## config.mk

```make
export PLATFORM = sky130hd
export DESIGN_NAME = dreq_handshake
export DESIGN_NICKNAME = d
export VERILOG_FILES = /design/src/rtl/dreq_pkg.sv /design/src/rtl/dreq_cfg.sv /design/src/rtl/dreq_fsm.sv /design/src/rtl/dreq_pin_out.sv /design/src/rtl/dreq_handshake.sv
export SDC_FILE = /design/constraint.sdc
export NUM_CORES = 1
export LEC_CHECK = 0
export BUFFER_PORTS_ARGS = -buffer_cell sky130_fd_sc_hd__buf_4
export CORE_MARGIN = 2
export CORE_UTILIZATION = 41
export CTS_CLUSTER_DIAMETER = 80
export DETAILED_ROUTE_END_ITERATION = 10
export GPL_ROUTABILITY_DRIVEN = 0
export PLACE_DENSITY = 0.65
export SYNTH_ARGS = -nofsm -noshare
export SYNTH_HDL_FRONTEND = slang
export SYNTH_SLANG_ARGS = --single-unit
```

## constraint.sdc

```tcl
create_clock -name clk -period 6.21 [get_ports clk]
set_input_delay 0 -clock clk [delete_from_list [all_inputs] [get_ports clk]]
set_output_delay 0 -clock clk [all_outputs]
set_load 0.02 [all_outputs]
```

## src/rtl/dreq_pkg.sv

```systemverilog
package dreq_pkg;
    localparam int EXP_W   = 4;
    localparam int GUARD_W = 8;
    localparam int CNT_W   = (1 << EXP_W) - 1;
    localparam int CFG_W   = GUARD_W + 9 + EXP_W;
    localparam logic [EXP_W-1:0]   CODE_OPEN = '1;
    localparam logic [GUARD_W-1:0] GUARD_RST = 8'd4;

    typedef struct packed {
        logic [GUARD_W-1:0] guard;
        logic               irq_pol;
        logic               irq_val;
        logic               irq_ovr;
        logic               dack_pol;
        logic               drq_pol;
        logic               drq_val;
        logic               drq_ovr;
        logic               init;
        logic               burst;
        logic [EXP_W-1:0]   code;
    } cfg_t;

    typedef enum logic [2:0] {
        HS_IDLE, HS_REQ, HS_XFER, HS_GUARD, HS_HOLD
    } hs_state_e;

    function automatic cfg_t cfg_reset();
        cfg_t c;
        c       = '0;
        c.code  = CODE_OPEN;
        c.init  = 1'b1;
        c.guard = GUARD_RST;
        return c;
    endfunction

    function automatic logic [CNT_W-1:0] burst_last(input logic [EXP_W-1:0] code);
        return (CNT_W'(1) << code) - CNT_W'(1);
    endfunction
endpackage

```

## src/rtl/dreq_cfg.sv

```systemverilog
module dreq_cfg
    import dreq_pkg::*;
(
    input  logic             clk,
    input  logic             rst,
    input  logic             we,
    input  logic [CFG_W-1:0] wdata,
    output cfg_t             cfg,
    output logic             evt
);
    always_ff @(posedge clk) begin
        if (rst) begin
            cfg <= cfg_reset();
            evt <= 1'b0;
        end else begin
            evt <= we;
            if (we) cfg <= cfg_t'(wdata);
        end
    end

    p_evt_on_r9:  assert property (@(posedge clk) disable iff (rst) we |=> evt);
    p_evt_off_r9: assert property (@(posedge clk) disable iff (rst) !we |=> !evt);
endmodule

```

## src/rtl/dreq_fsm.sv

```systemverilog
module dreq_fsm
    import dreq_pkg::*;
(
    input  logic               clk,
    input  logic               rst,
    input  logic               burst,
    input  logic [EXP_W-1:0]   code,
    input  logic [GUARD_W-1:0] guard,
    input  logic               req_pend,
    input  logic               dack_act,
    input  logic               strobe,
    output logic               drq_int
);
    hs_state_e          st, st_n;
    logic [CNT_W-1:0]   wcnt, wcnt_n;
    logic [GUARD_W-1:0] gcnt, gcnt_n;
    logic               word, done, open_b;

    assign open_b  = (code == CODE_OPEN);
    assign word    = dack_act && strobe && burst;
    assign done    = word && !open_b && (wcnt == burst_last(code));
    assign drq_int = (st == HS_REQ) || (st == HS_XFER);

    always_comb begin
        st_n   = st;
        gcnt_n = gcnt;
        unique case (st)
            HS_IDLE:  if (req_pend) st_n = HS_REQ;
            HS_REQ: begin
                if (done)          st_n = HS_HOLD;
                else if (dack_act) st_n = HS_XFER;
                else if (!req_pend) st_n = HS_IDLE;
            end
            HS_XFER: begin
                if (burst) begin
                    if (done)           st_n = HS_HOLD;
                    else if (!dack_act) st_n = open_b ? HS_IDLE : HS_REQ;
                end else if (!dack_act) begin
                    if (guard == '0) st_n = HS_IDLE;
                    else begin
                        st_n   = HS_GUARD;
                        gcnt_n = guard - GUARD_W'(1);
                    end
                end
            end
            HS_GUARD: begin
                if (gcnt == '0) st_n = HS_IDLE;
                else            gcnt_n = gcnt - GUARD_W'(1);
            end
            HS_HOLD:  if (!dack_act) st_n = HS_IDLE;
            default:  st_n = HS_IDLE;
        endcase
    end

    always_comb begin
        if (st_n != HS_REQ && st_n != HS_XFER) wcnt_n = '0;
        else if (word)                         wcnt_n = wcnt + CNT_W'(1);
        else                                   wcnt_n = wcnt;
    end

    always_ff @(posedge clk) begin
        if (rst) begin
            st   <= HS_IDLE;
            wcnt <= '0;
            gcnt <= '0;
        end else begin
            st   <= st_n;
            wcnt <= wcnt_n;
            gcnt <= gcnt_n;
        end
    end

    p_burst_end_r2: assert property (@(posedge clk) disable iff (rst)
        (drq_int && burst && !open_b && word && wcnt == burst_last(code)) |=> !drq_int);
    p_pulse_hold_r3: assert property (@(posedge clk) disable iff (rst)
        (st == HS_XFER && !burst && dack_act) |=> drq_int);
    p_pulse_drop_r3: assert property (@(posedge clk) disable iff (rst)
        (st == HS_XFER && !burst && !dack_act) |=> !drq_int);
    p_hold_low_r4: assert property (@(posedge clk) disable iff (rst)
        (st == HS_HOLD && dack_act) |=> !drq_int);
    p_gate_r11: assert property (@(posedge clk) disable iff (rst)
        (!drq_int && !req_pend) |=> !drq_int);
endmodule

```

## src/rtl/dreq_pin_out.sv

```systemverilog
module dreq_pin_out #(
    parameter logic RST_VAL = 1'b1
) (
    input  logic clk,
    input  logic rst,
    input  logic src,
    input  logic ovr,
    input  logic val,
    input  logic pol,
    output logic pin
);
    logic lvl;
    assign lvl = ovr ? val : src;

    always_ff @(posedge clk) begin
        if (rst) pin <= RST_VAL;
        else     pin <= pol ? lvl : !lvl;
    end

    // R6 on the request instance, R8 on the interrupt instance
    p_force_r6: assert property (@(posedge clk) disable iff (rst)
        $past(ovr) |-> pin == ($past(pol) ? $past(val) : !$past(val)));
    p_pol_r7: assert property (@(posedge clk) disable iff (rst)
        !$past(ovr) |-> pin == ($past(pol) ? $past(src) : !$past(src)));
endmodule

```

## src/rtl/dreq_handshake.sv

```systemverilog
module dreq_handshake
    import dreq_pkg::*;
(
    input  logic             clk,
    input  logic             rst,
    input  logic             cfg_we,
    input  logic [CFG_W-1:0] cfg_wdata,
    input  logic             req_pend,
    input  logic             dack_pin,
    input  logic             data_strobe,
    input  logic             irq_src,
    output logic             drq_pin,
    output logic             irq_pin,
    output logic             cfg_event,
    output logic             init_mode
);
    cfg_t cfg;
    logic dack_q, strb_q, dack_act, drq_int;

    dreq_cfg u_cfg (
        .clk(clk), .rst(rst), .we(cfg_we), .wdata(cfg_wdata),
        .cfg(cfg), .evt(cfg_event)
    );

    always_ff @(posedge clk) begin
        if (rst) begin
            dack_q <= 1'b1;
            strb_q <= 1'b0;
        end else begin
            dack_q <= dack_pin;
            strb_q <= data_strobe;
        end
    end

    assign dack_act  = cfg.dack_pol ? dack_q : !dack_q;
    assign init_mode = cfg.init;

    dreq_fsm u_fsm (
        .clk(clk), .rst(rst), .burst(cfg.burst), .code(cfg.code),
        .guard(cfg.guard), .req_pend(req_pend), .dack_act(dack_act),
        .strobe(strb_q), .drq_int(drq_int)
    );

    dreq_pin_out #(.RST_VAL(1'b1)) u_drq_pin (
        .clk(clk), .rst(rst), .src(drq_int), .ovr(cfg.drq_ovr),
        .val(cfg.drq_val), .pol(cfg.drq_pol), .pin(drq_pin)
    );

    dreq_pin_out #(.RST_VAL(1'b1)) u_irq_pin (
        .clk(clk), .rst(rst), .src(irq_src), .ovr(cfg.irq_ovr),
        .val(cfg.irq_val), .pol(cfg.irq_pol), .pin(irq_pin)
    );

    p_init_r10: assert property (@(posedge clk) disable iff (rst)
        cfg_we |=> init_mode == $past(cfg_wdata[5]));
endmodule

```

==> flow_summary.toml <==
[outcome]
status = "complete, no violations"

[logic_synthesis]
syn-num-nets = 427
synth_top_area_share_pct = 32.6
netlist_instances = 396
postSynth.asyncResetShare_pct = 0
synthDistinctLibCells = 62
synth-seq-cells = 52
ys_seq_area_share_pct = 32.6
synth_compound_area_share_pct = 19.7
synth_top_family_by_area = "simple AND/OR/NAND/NOR gates"
syn_area_per_cell_um2 = 8.05
synth_edf_count = 0
synth.largest_area_cell = "dfxtp_1"
yosysWarnings = 0
synth.area.top_cells = "dfxtp_1 33%, mux2i_1 7.2%, nor2_1 5.3%, xnor2_1 4.4%, nand2_1 3.8%"
netlist_area_um2 = 3190
synthMuxAreaShare_pct = 7.22
synth_flop_cell = "dfxtp_1"
yosys.area_share.adder_pct = 1.18
synthXorXnorAreaFrac_pct = 6.55
yosys.area_share.simple_pct = 27.1

[layout]
filler_cell_count = 725
insertedDiodeCount = 0
fin_nets = 456
drive_gt1_share_pct = 11.7
area_growth_pct = 16.8
fin_cells = 528

[global_route]
grt_max_degree = 41
grt_pass1_vias = 2616
overflow = 0
antenna_found_initial = 0
grt_pass1_wl_mm = 12.5
grt_use_total_pct = 17.8

[worst_setup_path]
worstSetupEndpoint = "u_fsm.wcnt[6]"
rrSetupSlack_ns = 2.40
cp-start-kind = "flop"
slowest_stage = "dfxtp_1"
end_kind = "flop"
r2r-start = "u_cfg.cfg[3]"
slowest_delay_ns = 0.83
worst_ep_arrival_time_ns = 4.02
path_max_fanout = 25
worst_path_most_repeated_cell = "or3_1"
worstRegToRegCells = 10
crit_start = "u_cfg.cfg[3]"
path_cells = "inv_1 -> nand3_1 -> ha_1 -> or3_1 -> a21oi_1 -> or3_1 -> a2111oi_2 -> nand4_2 -> a31oi_4 -> and3b_1"
worstSetupPathType = "reg -> reg"
cp.required_ns = 6.42
rr_endpoint = "u_fsm.wcnt[6]"

[power_and_ir_drop]
cellPowerDensity_nw_per_um2 = 185
vdd_drop_max_mv = 0.119
finalPower_mw = 0.687
p_leak_nw = 1.43

[timing]
relSlewSlack_pct = 41.0
hold_violations = 0
setup_viol = 0
fmax_mhz = 263
rsz0062_at_grt = "no"
setup_tns_ns = 0
layout_setup_ws_ns = 2.40
slew_violations = 0
fin_crit_sh_pct = 61.3
finClkSkew_ns = 0.00584
finalCriticalPeriod_ns = 3.81
worst_pin_slew_ns = 0.881

[route]
drt_iter0_markers = 101
drcViolationCount = 0
totalWireLength_mm = 7.57
drt_first_pass_iters = 4
vias = 2950
wl_per_cell_um = 14.3
drt-vias-per-instance = 5.59
ant_nets = 0

[floorplan]
die_x_um = 92.2
num_rows = 32
fp.dieH_um = 92.2
initial_core_util_pct = 41.7
core_um2 = 7650
num_io_pins = 32
die_area_um2 = 8500

[cts]
h-tree-depth = 2
clk_latency_ns = 0.31
root_buffer = "clkbuf_8"
cts_tree = "yes"
cts.sinks = 52
path_clk_slew_ns = 0.10
cts_max_path_buffers = 2
cts_buffers = 5

[worst_hold_path]
hold_path.class = "in -> reg"

[flow_run]
cap_violations = 0

[placed_design]
pre_cts_slack_ns = 2.45
place_inst = 497
hpwlAfterDp_mm = 5.10
io_buffers = 31
## logic make-up after synthesis
kind of cell	Yosys count
xor gates and xnor gates	23
DFF	52
AOI/OAI and AO/OA	87
buffers and inverters	41
adders and majority gates	3
and+or+nand+nor	167
muxes	23
## cells in the mapped netlist, drive strengths merged (4+ instances only)
master,count
a21oi,16
a22oi,4
a31oi,6
and2,7
and3,4
buf,15
clkbuf,17
dfxtp,52
inv,8
mux2i,23
nand2,32
nand3,17
nand4,5
nor2,45
nor2b,6
nor3,11
nor4,15
o211ai,11
o21a,5
o21ai,16
o21bai,4
or3,4
or4,4
xnor2,17
xor2,6
## timing repair
item / 4_1_cts / 5_1_grt
resized for setup: 0 / 0
hold buffers: 23 / 0
setup buffers: 0 / 0
endpoints found under the hold margin: 23 / 0
## routing by layer
| layer | global-route usage [%] | wire [um] |
|---|---|---|
| met5 | 0 | 0 |
| met4 | 4.48 | 80 |
| met3 | 2.79 | 226 |
| met2 | 30.0 | 3760 |
| met1 | 23.7 | 3500 |
## where the power goes
group	total, mW	switching [mW]	internal (mW)
Combinational	0.120	0.0608	0.0592
Sequential	0.369	0.0219	0.347
Clock	0.198	0.118	0.0803
Total	0.687	0.201	0.486
## stage by stage
stage	instance area [um2]	utilization, %	hold WS, ns
after CTS	3720	48.7	0.0274
final	3720	48.7	0.0865
after detailed placement	3400	44.5	0.187
after floorplan	3190	-	0.104
after global routing	3720	48.7	0.0839
after global placement	3400	44.5	0.190
## placed cells by master (no fill, tap or decap), types with 15 or more instances in the layout
cell type,Yosys,routed
dlygate4sd3_1,0,23
dfxtp_1,52,52
nor2_1,45,45
nand3_1,17,17
nor4_1,15,15
mux2i_1,23,23
o21ai_0,16,16
xnor2_1,16,16
a21oi_1,16,16
nand2_1,32,32
buf_4,0,31
## area by class of cell
type	count	area, um2	area share, %
timing repair buffer	54	463	12.4
clock inverter	3	21.3	0.571
sequential	52	1040	28.0
inverter	9	33.8	0.907
tap	102	128	3.43
multi-input combinational	303	1970	52.9
clock buffer	5	68.8	1.85
## worst max-delay path, delay by kind of cell (launching register included)
kind | cells | cell delay, ns
buffers and inverters | 1 | 0.24
DFF | 1 | 0.83
AOI/OAI and AO/OA | 3 | 0.91
adders and majority gates | 1 | 0.62
and+or+nand+nor | 5 | 1.10
## worst min-delay path by stage
stage	start	to	slack, ns	cells past startpoint
2_1_floorplan	dack_pin	dack_q	0.10	1
3_3_place_gp	dack_pin	dack_q	0.19	2
3_5_place_dp	dack_pin	dack_q	0.19	2
4_1_cts	irq_src	u_irq_pin.pin	0.03	4
5_1_grt	irq_src	u_irq_pin.pin	0.08	4
6_report	irq_src	u_irq_pin.pin	0.09	4
## sequential cells by signal (all words and copies together) (netlist names)
| signal | count |
|---|---|
| u_fsm.gcnt | 8 |
| u_fsm.wcnt | 15 |
| u_cfg.cfg | 21 |
| strb_q | 1 |
| dack_q | 1 |
| u_irq_pin.pin | 1 |
| u_fsm.st | 3 |
| u_cfg.evt | 1 |
| u_drq_pin.pin | 1 |
Power figures use the tool's default switching activity.
